## src/rtl/tmr_pkg.sv

```systemverilog
package tmr_pkg;
  typedef enum logic [1:0] {
    REG_COUNT   = 2'd0,
    REG_COMPARE = 2'd1,
    REG_CTRL    = 2'd2,
    REG_STATUS  = 2'd3
  } tmr_reg_e;

  localparam int unsigned CTRL_FRZ_BIT   = 0;
  localparam int unsigned CTRL_ROUTE_LSB = 4;
  localparam int unsigned STAT_PEND_BIT  = 0;
endpackage

```

## src/rtl/tmr_count.sv

```systemverilog
module tmr_count #(
  parameter int unsigned CNT_W = 32
) (
  input  logic             clk_i,
  input  logic             rst_ni,
  input  logic             tick_i,
  input  logic             freeze_i,
  input  logic             load_i,
  input  logic [CNT_W-1:0] load_val_i,
  output logic [CNT_W-1:0] cnt_o,
  output logic [CNT_W-1:0] cnt_inc_o,
  output logic             adv_o
);
  localparam logic [CNT_W-1:0] ONE = CNT_W'(1);

  logic [CNT_W-1:0] cnt_q;

  assign cnt_inc_o = cnt_q + ONE;
  // load wins over tick; freeze blocks advance
  assign adv_o     = tick_i & ~freeze_i & ~load_i;
  assign cnt_o     = cnt_q;

  always_ff @(posedge clk_i or negedge rst_ni) begin
    if (!rst_ni)     cnt_q <= '0;
    else if (load_i) cnt_q <= load_val_i;
    else if (adv_o)  cnt_q <= cnt_inc_o;
  end

  a_r3_load: assert property (@(posedge clk_i) disable iff (!rst_ni)
    load_i |=> cnt_q == $past(load_val_i));
  a_r2_step: assert property (@(posedge clk_i) disable iff (!rst_ni)
    (tick_i && !freeze_i && !load_i) |=> cnt_q == $past(cnt_q) + ONE);
  a_r8_freeze_hold: assert property (@(posedge clk_i) disable iff (!rst_ni)
    (freeze_i && !load_i) |=> $stable(cnt_q));
endmodule

```

## src/rtl/tmr_match.sv

```systemverilog
module tmr_match #(
  parameter int unsigned CNT_W = 32
) (
  input  logic             clk_i,
  input  logic             rst_ni,
  input  logic             adv_i,
  input  logic [CNT_W-1:0] cnt_inc_i,
  input  logic             cmp_we_i,
  input  logic [CNT_W-1:0] cmp_val_i,
  output logic [CNT_W-1:0] cmp_o,
  output logic             pend_o
);
  logic [CNT_W-1:0] cmp_q;
  logic             pend_q;
  logic             hit;

  // match only on an advancing tick, never on a load
  assign hit    = adv_i && (cnt_inc_i == cmp_q);
  assign cmp_o  = cmp_q;
  assign pend_o = pend_q;

  always_ff @(posedge clk_i or negedge rst_ni) begin
    if (!rst_ni)       cmp_q <= '0;
    else if (cmp_we_i) cmp_q <= cmp_val_i;
  end

  always_ff @(posedge clk_i or negedge rst_ni) begin
    if (!rst_ni)       pend_q <= 1'b0;
    else if (cmp_we_i) pend_q <= 1'b0;
    else if (hit)      pend_q <= 1'b1;
  end

  a_r6_ack_clears: assert property (@(posedge clk_i) disable iff (!rst_ni)
    cmp_we_i |=> !pend_q);
  a_r7_level_hold: assert property (@(posedge clk_i) disable iff (!rst_ni)
    (pend_q && !cmp_we_i) |=> pend_q);
  a_r8_no_fire_idle: assert property (@(posedge clk_i) disable iff (!rst_ni)
    (!adv_i && !pend_q) |=> !pend_q);
endmodule

```

## src/rtl/tmr_route.sv

```systemverilog
module tmr_route #(
  parameter int unsigned NUM_LINES = 8,
  parameter int unsigned ROUTE_W   = 3
) (
  input  logic               pend_i,
  input  logic [ROUTE_W-1:0] route_i,
  output logic [NUM_LINES-1:0] irq_o
);
  for (genvar i = 0; i < NUM_LINES; i++) begin : g_line
    assign irq_o[i] = pend_i && (route_i == ROUTE_W'(i));
  end
endmodule

```

## src/rtl/tick_match_timer.sv

```systemverilog
module tick_match_timer
  import tmr_pkg::*;
#(
  parameter int unsigned CNT_W     = 32,
  parameter int unsigned NUM_LINES = 8,
  parameter bit          NEW_REV   = 1'b1
) (
  input  logic                 clk_i,
  input  logic                 rst_ni,
  input  logic                 tick_i,
  input  logic                 wr_en_i,
  input  logic [1:0]           wr_sel_i,
  input  logic [CNT_W-1:0]     wr_data_i,
  input  logic [1:0]           rd_sel_i,
  output logic [CNT_W-1:0]     rd_data_o,
  output logic [NUM_LINES-1:0] irq_o
);
  localparam int unsigned ROUTE_W = (NUM_LINES > 1) ? $clog2(NUM_LINES) : 1;

  logic               cnt_we, cmp_we, ctl_we;
  logic               freeze_q;
  logic [ROUTE_W-1:0] route_q;
  logic [CNT_W-1:0]   cnt, cnt_inc, cmp;
  logic               adv, pend, stat_pend;

  assign cnt_we = wr_en_i && (tmr_reg_e'(wr_sel_i) == REG_COUNT);
  assign cmp_we = wr_en_i && (tmr_reg_e'(wr_sel_i) == REG_COMPARE);
  assign ctl_we = wr_en_i && (tmr_reg_e'(wr_sel_i) == REG_CTRL);

  always_ff @(posedge clk_i or negedge rst_ni) begin
    if (!rst_ni) begin
      freeze_q <= 1'b0;
      route_q  <= '0;
    end else if (ctl_we) begin
      freeze_q <= wr_data_i[CTRL_FRZ_BIT];
      route_q  <= wr_data_i[CTRL_ROUTE_LSB +: ROUTE_W];
    end
  end

  tmr_count #(.CNT_W(CNT_W)) u_count (
    .clk_i      (clk_i),
    .rst_ni     (rst_ni),
    .tick_i     (tick_i),
    .freeze_i   (freeze_q),
    .load_i     (cnt_we),
    .load_val_i (wr_data_i),
    .cnt_o      (cnt),
    .cnt_inc_o  (cnt_inc),
    .adv_o      (adv)
  );

  tmr_match #(.CNT_W(CNT_W)) u_match (
    .clk_i     (clk_i),
    .rst_ni    (rst_ni),
    .adv_i     (adv),
    .cnt_inc_i (cnt_inc),
    .cmp_we_i  (cmp_we),
    .cmp_val_i (wr_data_i),
    .cmp_o     (cmp),
    .pend_o    (pend)
  );

  tmr_route #(.NUM_LINES(NUM_LINES), .ROUTE_W(ROUTE_W)) u_route (
    .pend_i  (pend),
    .route_i (route_q),
    .irq_o   (irq_o)
  );

  if (NEW_REV) begin : g_stat_new
    assign stat_pend = pend;
  end else begin : g_stat_old
    assign stat_pend = 1'b0;
  end

  always_comb begin
    rd_data_o = '0;
    unique case (tmr_reg_e'(rd_sel_i))
      REG_COUNT:   rd_data_o = cnt;
      REG_COMPARE: rd_data_o = cmp;
      REG_CTRL: begin
        rd_data_o[CTRL_FRZ_BIT]               = freeze_q;
        rd_data_o[CTRL_ROUTE_LSB +: ROUTE_W] = route_q;
      end
      REG_STATUS:  rd_data_o[STAT_PEND_BIT] = stat_pend;
      default:     rd_data_o = '0;
    endcase
  end

  a_r9_single_line: assert property (@(posedge clk_i) disable iff (!rst_ni)
    $onehot0(irq_o));
  a_r4_hit_on_equal: assert property (@(posedge clk_i) disable iff (!rst_ni)
    $rose(irq_o[route_q]) && $stable(route_q) |-> cnt == cmp);
  a_r5_load_no_fire: assert property (@(posedge clk_i) disable iff (!rst_ni)
    (cnt_we && !pend) |=> !pend);
endmodule

```

## config.mk

```make
export PLATFORM = sky130hd
export DESIGN_NAME = tick_match_timer
export DESIGN_NICKNAME = d
export VERILOG_FILES = /design/src/rtl/tmr_pkg.sv /design/src/rtl/tmr_count.sv /design/src/rtl/tmr_match.sv /design/src/rtl/tmr_route.sv /design/src/rtl/tick_match_timer.sv
export SDC_FILE = /design/constraint.sdc
export NUM_CORES = 1
export LEC_CHECK = 0
export CAP_MARGIN = 15
export CELL_PAD_IN_SITES_DETAIL_PLACEMENT = 1
export CELL_PAD_IN_SITES_GLOBAL_PLACEMENT = 2
export CORE_MARGIN = 3
export CORE_UTILIZATION = 34
export CTS_CLUSTER_SIZE = 12
export DETAILED_ROUTE_END_ITERATION = 12
export GPL_TIMING_DRIVEN = 0
export PLACE_DENSITY_LB_ADDON = 0.2
export REMOVE_ABC_BUFFERS = 1
export SYNTH_ARGS = -nofsm -noshare
export SYNTH_HDL_FRONTEND = slang
export SYNTH_HIERARCHICAL = 1
export SYNTH_SLANG_ARGS = --single-unit
export TNS_END_PERCENT = 50
```

## constraint.sdc

```tcl
create_clock -name clk_i -period 3.2 [get_ports clk_i]
set_input_delay 0.32 -clock clk_i [delete_from_list [all_inputs] [get_ports clk_i]]
set_output_delay 0.32 -clock clk_i [all_outputs]
set_load 0.01 [all_outputs]
```

==> results of run 1 <==
==> cell families after synthesis <==
group	after synthesis
buffers and inverters	35
XOR/XNOR	92
flip-flops	69
AO/OA/AOI/OAI	37
multiplexers	69
adder cells (fa/ha/maj)	1
AND/OR/NAND/NOR	197
==> sequential cells by signal (all words and copies together), names as in the netlist <==
name	count
u_count/cnt_o	32
u_match/cmp_o	32
route_q	3
freeze_q	1
u_match/pend_o	1
==> area by class of cell <==
cell class | count | area (um2)
tap | 176 | 220
inverter | 4 | 15.0
clock inverter | 5 | 50.0
multi-input combinational | 396 | 2900
sequential | 69 | 1730
timing repair buffer | 91 | 953
fill | 1533 | 7400
clock buffer | 11 | 243
==> layout by cell type, fill, tap and decap left out, drive strengths merged, types with 8 or more instances in the layout <==
master / count
mux2: 36
nand4: 26
clkbuf: 11
nor2: 52
dfrtp: 69
xor2: 40
buf: 14
o21ai: 32
mux2i: 32
nand2: 54
clkdlybuf4s50: 77
nor4: 8
xnor2: 52
nand3: 21
==> critical path, delay by kind of cell (launching register included) <==
kind            cells  cell delay (ps)
compound gates      1              110
flops               1              480
simple gates        6             1400
xor+xnor            2              370
buf+inv             1              200
fa+ha+maj           1              310
==> routing by layer <==
layer | vias to the layer above | part of all wire | wire length [um] | global-route usage
li1 | 1872 | - | - | -
met4 | 0 | 0.0096 | 135 | 0.0440
met3 | 8 | 0.034 | 472 | 0.0412
met5 | - | 0 | 0 | 0
met1 | 1916 | 0.50 | 6980 | 0.264
met2 | 60 | 0.46 | 6450 | 0.284
==> per-stage QoR <==
step / worst slack, ps / instances / util
floorplan: -794 / 469 / -
global placement: -3570 / 724 / 0.417
detailed placement: 45.5 / 732 / 0.428
CTS: 91.1 / 748 / 0.449
global route: 14.5 / 752 / 0.452
finish: 265 / 752 / 0.452
==> how the worst min path moves through the flow <==
stage,startpoint,to,slack [ps],cells past startpoint
4_1_cts,rst_ni,u_match/cmp_o[12],0.07,2
3_5_place_dp,rst_ni,u_match/cmp_o[9],370,2
5_1_grt,rst_ni,u_count/cnt_o[9],10,2
2_1_floorplan,rst_ni,freeze_q,20,0
3_3_place_gp,freeze_q,freeze_q,540,1
6_report,rst_ni,u_count/cnt_o[9],-2,2
==> report_power, final <==
part | switching, uW | internal (uW) | leakage [uW]
registers | 321 | 1050 | 0.000835
clock network | 371 | 619 | 0.000149
logic | 446 | 530 | 0.00138
total | 1140 | 2190 | 0.00236
==> repair_timing <==
| action | in CTS | in global routing |
|---|---|---|
| pin swaps | 1 | 1 |
| gates cloned | 0 | 0 |
| hold buffers | 0 | 0 |
| buffers inserted | 0 | 3 |
| gates resized for setup | 0 | 2 |
| setup endpoints to repair | 1 | 1 |
==> impl_metrics.ini, run 1 <==
[yosys]
synth_top_cell_by_area = dfrtp_1
ys_types = 46
synth-edff-count = 0
synth_area_leaders = dfrtp_1 36%, xnor2_1 9.5%, mux2_2 8.4%, xor2_1 7.3%, mux2i_1 6.7%
ys_warn_count = 6
synth_top_family_by_area = simple AND/OR/NAND/NOR gates
yosysTopAreaCellShare = 0.360
synth-simple-area-share = 0.232
synth_fa_ha_area_frac = 0.00261
ys.flop_type = dfrtp_1
synth_seq_area_share = 0.360
synthTopCellsByCount = 69 x dfrtp_1, 54 x nand2_1, 52 x nor2_1, 52 x xnor2_1, 40 x xor2_1
yosysMostFrequentCell = dfrtp_1
syn_inst = 500
synth_area_per_cell_um2 = 9.60
async_reset_ff_frac = 1.00
synthesis.area_um2 = 4800
synth_xor_area_frac = 0.168
ys_ff_latch = 69
synthMuxAreaShare = 0.156
synth_compound_area_frac = 0.0428

[outcome]
status = finished, violations left
violations = negative hold slack

[timing]
tns_ps = 0
period_needed_ps = 2940
setup_viol = 0
relSlewSlack = 0.469
rsz0062_at_grt = false
timing.fmax_mhz = 341
maxSlewViolCount = 0
worst_slew_pin_slew_ps = 794
finalHoldViolations = 3
fin_crit_sh = 0.917
skew_ps = 7.43
hold_slack_ps = -1.50

[floorplanning]
die_x_um = 125
start_util = 0.355
die_area_um2 = 15600
io_pins = 80
fp-row-count = 42
core_area_um2 = 13500
dieHeight_um = 125

[layout]
area_delta_synth_final_pct = 27.2
fin_nets = 612
layout-drive-gt1-share = 0.156
fin_area_um2 = 6110
antenna_cells = 0

[pwr]
p_total_uw = 3330
vdd_drop_max_v = 0.000252
power.leakage_uw = 0.00236
powerDensity_nw_per_um2 = 546

[worst_setup_path]
worst_setup_path_start_kind = flip-flop
r2r_end = u_match/pend_o
critPathCapture = u_match/pend_o
critPathCaptureType = flip-flop
cp_max_fo = 7
cpMostUsedCell = nand4_1
r2r_setup_slack_ps = 260
rr_startpoint = u_count/cnt_o[1]
slowest_delay_ps = 480
path_cells = ha_1 > nand3_1 > nor4_4 > buf_4 > nand4_1 > xnor2_1 > xnor2_1 > nand4_1 > nor4_1 > nand4_1 > o22ai_2
reg2regPathDepth = 11
startpoint = u_count/cnt_o[1]
slowest_stage = dfrtp_1
criticalPathCategory = reg -> reg
arrival_ps = 3190
required_ps = 3460

[grt]
grt_pass1_vias = 4112
antenna_found_initial = 0
grt_pass1_wl_mm = 22.8
grt.overflow.total = 0
gr-usage-all-layers = 0.184
grt_max_degree = 70

[routing]
drc_errors = 0
drt_iter0_drc = 190
via_per_inst = 5.13
wire_per_inst_um = 18.7
wl_mm = 14.0
firstDrtPassIters = 4
dr_total_vias = 3856
ant_nets = 0

[cts]
clk_path_buf_depth = 2
htree_levels = 3
clk_latency_ps = 340
clk_pin_slew_worst_paths_ps = 50
clock-sinks = 69
cts_made_buffers = 9
cts_tree = done
cts_root_buf = clkbuf_16

[placed_design]
portBuffers = 79
dpl_cell_area_um2 = 5780
dpl.hpwl_mm = 10.5
gp_congestion = 0.822

[run]
max-cap-violations = 0

[min_path]
hold_path.class = in -> async
(Power assumes the default switching activity.)
==> inputs of run 2 (changes only) <==
--- a/config.mk
+++ b/config.mk
@@ -8,8 +8,10 @@
 export CAP_MARGIN = 15
 export CELL_PAD_IN_SITES_DETAIL_PLACEMENT = 1
 export CELL_PAD_IN_SITES_GLOBAL_PLACEMENT = 2
+export CORE_ASPECT_RATIO = 0.6
 export CORE_MARGIN = 3
 export CORE_UTILIZATION = 34
+export CTS_CLUSTER_DIAMETER = 200
 export CTS_CLUSTER_SIZE = 12
 export DETAILED_ROUTE_END_ITERATION = 12
 export GPL_TIMING_DRIVEN = 0
==> run 2 against run 1 <==
  * The run now ends clean
  * Worst setup slack worse by 5.2 ps
  * Clock power shrank 10%
  * Wire length rose by 6.1%
  * Worst hold slack improved by 390 ps
  * Fmax is 0.18% lower
  * First-iteration DRC count grew 4.7%
  * Count of clock-buffer cells in the layout decreased by 1
  * Sequential share of layout area about the same
  * Design area shrank 0.10%
  * Register-to-register slack about the same
==> impl_metrics.ini, run 2 (same netlist as run 1, synthesis figures left out) <==
[outcome]
status = finished, final reports clean

[timing]
period_needed_ps = 2940
maxSlewViolCount = 0
skew_ps = 4.33
setup_viol = 0
fin_crit_sh = 0.919
tns_ps = 0
worst_slew_pin_slew_ps = 831
relSlewSlack = 0.442
timing.fmax_mhz = 340
rsz0062_at_grt = false
finalHoldViolations = 0

[routing]
wire_per_inst_um = 19.6
drt_iter0_drc = 199
via_per_inst = 5.14
dr_total_vias = 3906
firstDrtPassIters = 5
drc_errors = 0
ant_nets = 0
wl_mm = 14.9

[grt]
grt_pass1_vias = 4184
grt_max_degree = 56
grt_pass1_wl_mm = 24.1
grt.overflow.total = 0
gr-usage-all-layers = 0.197
antenna_found_initial = 0

[layout]
final_common_cell = clkdlybuf4s50_1
mostFrequentLayoutCells = 77 x clkdlybuf4s50_1, 69 x dfrtp_1, 54 x nand2_1, 52 x nor2_1, 52 x xnor2_1
fin_cells = 760
layout-drive-gt1-share = 0.155
antenna_cells = 0
fin_nets = 612
area_delta_synth_final_pct = 27.1

[floorplanning]
dieHeight_um = 98.0
core_area_um2 = 13300
io_pins = 80
start_util = 0.361
die_area_um2 = 15600
fp-row-count = 32
die_x_um = 159

[worst_setup_path]
criticalPathCategory = reg -> reg
path_cells = ha_1 > nand3_1 > nor4_4 > buf_4 > nand2_1 > xnor2_1 > xor2_1 > nor4_1 > nand4_1 > o22ai_2
required_ps = 3460
worst_setup_path_start_kind = flip-flop
slowest_stage = dfrtp_1
arrival_ps = 3200
slowest_delay_ps = 520
cp.buffers_inverters = 1
critPathCaptureType = flip-flop
cp_max_fo = 7
crit_family = simple AND/OR/NAND/NOR gates

[cts]
htree_levels = 3
cts_made_buffers = 9
clock-sinks = 69
clk_latency_ps = 330
cts_tree = done
clk_path_buf_depth = 2
clk_pin_slew_worst_paths_ps = 60
cts_root_buf = clkbuf_16

[placed_design]
portBuffers = 79
gp_congestion = 0.832
dpl.hpwl_mm = 11.3
placed_cells = 743

[min_path]
hold_path.class = in -> async

[pwr]
vdd_drop_max_v = 0.000262
power.leakage_uw = 0.00234
powerDensity_nw_per_um2 = 536

[run]
max-cap-violations = 0
==> run 2: worst paths after layout <==
path                                    from                end  slack [ps]  depth (start not counted)
setup / recovery            u_count/cnt_o[0]     u_match/pend_o         260                         10
hold / removal                        rst_ni   u_count/cnt_o[3]         390                          2
setup reg to reg            u_count/cnt_o[0]     u_match/pend_o         260                         10
hold reg to reg            u_match/cmp_o[21]  u_match/cmp_o[21]         560                          1
max in group asynchronous             rst_ni  u_count/cnt_o[11]        2250                          3
min in group clk_i         u_match/cmp_o[21]  u_match/cmp_o[21]         560                          1
==> run 2: power breakdown <==
part,switching [uW],internal [uW],leakage (uW)
sequential,327,1040,0.000836
combinational,472,534,0.00138
clock,363,528,0.000130
==> run 2: final cells by class <==
type                    count  area (um2)
fillers                  1517        7190
inverters                   4        15.0
clock inverters             3        15.0
flip-flops and latches     69        1730
clock buffers              10         239
multi-input cells         396        2910
well taps                 187         234
repair buffers             91         956
==> run 2: what timing repair did <==
action                                  4_1_cts  5_1_grt
pin swaps                                     1        1
endpoints found under the hold margin        14        0
endpoints found under the setup margin        1        1
gates resized for setup                       0        4
buffers inserted                              0        2
hold buffers                                  1        0
==> run 2: layer usage <==
metal / global-route usage / vias to the layer above / wire (um)
met5: 0 / - / 0
li1: - / 1877 / -
met4: 0.0457 / 0 / 131
met3: 0.0373 / 12 / 739
met2: 0.281 / 88 / 6020
met1: 0.305 / 1929 / 8000
==> run 2: per-stage QoR <==
stage	utilization	setup slack (ps)	power (uW)	area, um2	hold WS [ps]
after global placement	0.425	-3620	2330	5650	534
after detailed placement	0.436	24.6	2380	5790	200
after global routing	0.459	19.5	3460	6100	414
final	0.459	260	3270	6100	393
after CTS	0.455	67.8	3290	6050	389
after floorplan	-	-794	1910	4630	24.4
==> inputs of run 3 (changes only) <==
--- a/config.mk
+++ b/config.mk
@@ -11,12 +11,13 @@
 export CORE_ASPECT_RATIO = 0.6
 export CORE_MARGIN = 3
 export CORE_UTILIZATION = 34
-export CTS_CLUSTER_DIAMETER = 200
+export CTS_CLUSTER_DIAMETER = 120
 export CTS_CLUSTER_SIZE = 12
 export DETAILED_ROUTE_END_ITERATION = 12
 export GPL_TIMING_DRIVEN = 0
 export PLACE_DENSITY_LB_ADDON = 0.2
 export REMOVE_ABC_BUFFERS = 1
+export SLEW_MARGIN = 20
 export SYNTH_ARGS = -nofsm -noshare
 export SYNTH_HDL_FRONTEND = slang
 export SYNTH_HIERARCHICAL = 1
==> run 3 against run 2 <==
  * Global-route usage is essentially flat
  * Fmax fell by 0.27%
  * Sequential share of layout area is 0.20 points higher
  * Critical path depth fell by 1
  * Die area unchanged
  * Sequential power hardly changed
  * Largest power group unchanged
  * Largest cell class unchanged
==> impl_metrics.ini, run 3 (same netlist as run 1, synthesis figures left out) <==
[grt]
grt.overflow.total = 0
grt_pass1_wl_mm = 24.1
grt_max_degree = 54
grt_pass1_vias = 4210
gr-usage-all-layers = 0.196
antenna_found_initial = 0

[pwr]
p_comb_frac = 0.304
p_int_uw = 2100
power.leakage_uw = 0.00233
p_sw_uw = 1150
powerDensity_nw_per_um2 = 537
p_sw_frac = 0.355
pwr-share-seq = 0.422
power_frac_clock = 0.274
vdd_drop_max_v = 0.000228

[timing]
fin_crit_sh = 0.921
timing.fmax_mhz = 339
worst_slew_pin_slew_ps = 779
setup_viol = 0
skew_ps = 5.40
tns_ps = 0
period_needed_ps = 2950
relSlewSlack = 0.477
finalHoldViolations = 0
maxSlewViolCount = 0
rsz0062_at_grt = false

[placed_design]
portBuffers = 79
gp_congestion = 0.832
dpl_cell_area_um2 = 5770
dpl.hpwl_mm = 11.3

[layout]
fin_util = 0.456
area_delta_synth_final_pct = 26.2
fin_nets = 610
fin_area_um2 = 6060
antenna_cells = 0
layout-drive-gt1-share = 0.154
fillCellCount = 1530
mostFrequentLayoutCells = 76 x clkdlybuf4s50_1, 69 x dfrtp_1, 54 x nand2_1, 52 x nor2_1, 52 x xnor2_1
final_common_cell = clkdlybuf4s50_1

[cts]
cts_made_buffers = 9
clk_path_buf_depth = 2
clk_latency_ps = 330
htree_levels = 3
cts_root_buf = clkbuf_16
clk_pin_slew_worst_paths_ps = 60
clock-sinks = 69
cts_tree = done

[routing]
ant_nets = 0
dr_total_vias = 3897
wire_per_inst_um = 19.6
wl_mm = 14.9
drc_errors = 0
firstDrtPassIters = 5
via_per_inst = 5.14
drt_iter0_drc = 217

[worst_setup_path]
required_ps = 3460
criticalPathCategory = reg -> reg
critPathCaptureType = flip-flop
arrival_ps = 3200
worst_setup_path_start_kind = flip-flop
r2r_setup_slack_ps = 250
cp_max_fo = 9

[floorplanning]
die_area_um2 = 15600
core_area_um2 = 13300
fp-row-count = 32
die_x_um = 159
dieHeight_um = 98.0
start_util = 0.361
io_pins = 80

[min_path]
hold_path.class = in -> async

[run]
max-cap-violations = 0

[outcome]
status = finished, final reports clean
-- run 3: power groups by stage --
stage	Combinational (uW)	Clock, uW	Sequential, uW
after floorplan	625	0	1280
after global placement	955	0	1370
after detailed placement	984	0	1380
after CTS	994	919	1370
after global routing	1090	956	1410
final	989	892	1370
-- run 3: worst paths after layout --
kind,startpoint,end,cells past startpoint
hold / removal,rst_ni,u_count/cnt_o[3],2
setup reg to reg,u_count/cnt_o[19],u_match/pend_o,9
min in group clk_i,u_match/cmp_o[18],u_match/cmp_o[18],1
hold reg to reg,u_match/cmp_o[18],u_match/cmp_o[18],1
setup / recovery,u_count/cnt_o[19],u_match/pend_o,9
max in group asynchronous,rst_ni,u_match/cmp_o[11],3
-- run 3: per-stage QoR --
| step | power, uW | setup WS, ps | instances | hold slack (ps) |
|---|---|---|---|---|
| after floorplan | 1910 | -794 | 469 | 24.4 |
| after global placement | 2330 | -3620 | 735 | 534 |
| after detailed placement | 2370 | -12.7 | 743 | 209 |
| after CTS | 3280 | 50.6 | 758 | 401 |
| after global routing | 3450 | 6.65 | 758 | 437 |
| final | 3250 | 252 | 758 | 401 |
-- run 3: routing by layer --
metal | up-vias | track usage | routed length, um | part of all wire
li1 | 1877 | - | - | -
met1 | 1914 | 0.302 | 7960 | 0.53
met2 | 89 | 0.275 | 5930 | 0.40
met3 | 17 | 0.0483 | 812 | 0.055
met4 | 0 | 0.0451 | 186 | 0.012
met5 | - | 0 | 0 | 0
-- run 3: worst max-delay path: stages (launching register included) --
cell	delay, ps
dfrtp_1	560
nand4_1	220
nor3_1	700
nand4_1	230
xnor2_1	220
xnor2_1	160
nand4_1	190
nor4_2	330
nand4_1	160
o22ai_2	110
-- run 3: layout make-up --
cell class              instances  area (um2)  area share
repair buffers                 89         916       0.151
clock buffers                  10         239      0.0395
inverters                       4        15.0     0.00248
flip-flops and latches         69        1730       0.285
well taps                     187         234      0.0386
clock inverters                 3        15.0     0.00248
multi-input cells             396        2910       0.481
-- run 3: repair_timing --
item                                    4_1_cts  5_1_grt
endpoints found under the setup margin        1        1
endpoints found under the hold margin        16        0
resized for setup                             0        3
buffers inserted                              1        0
hold buffers                                  1        0
cloned                                        0        0
pin swaps                                     1        0
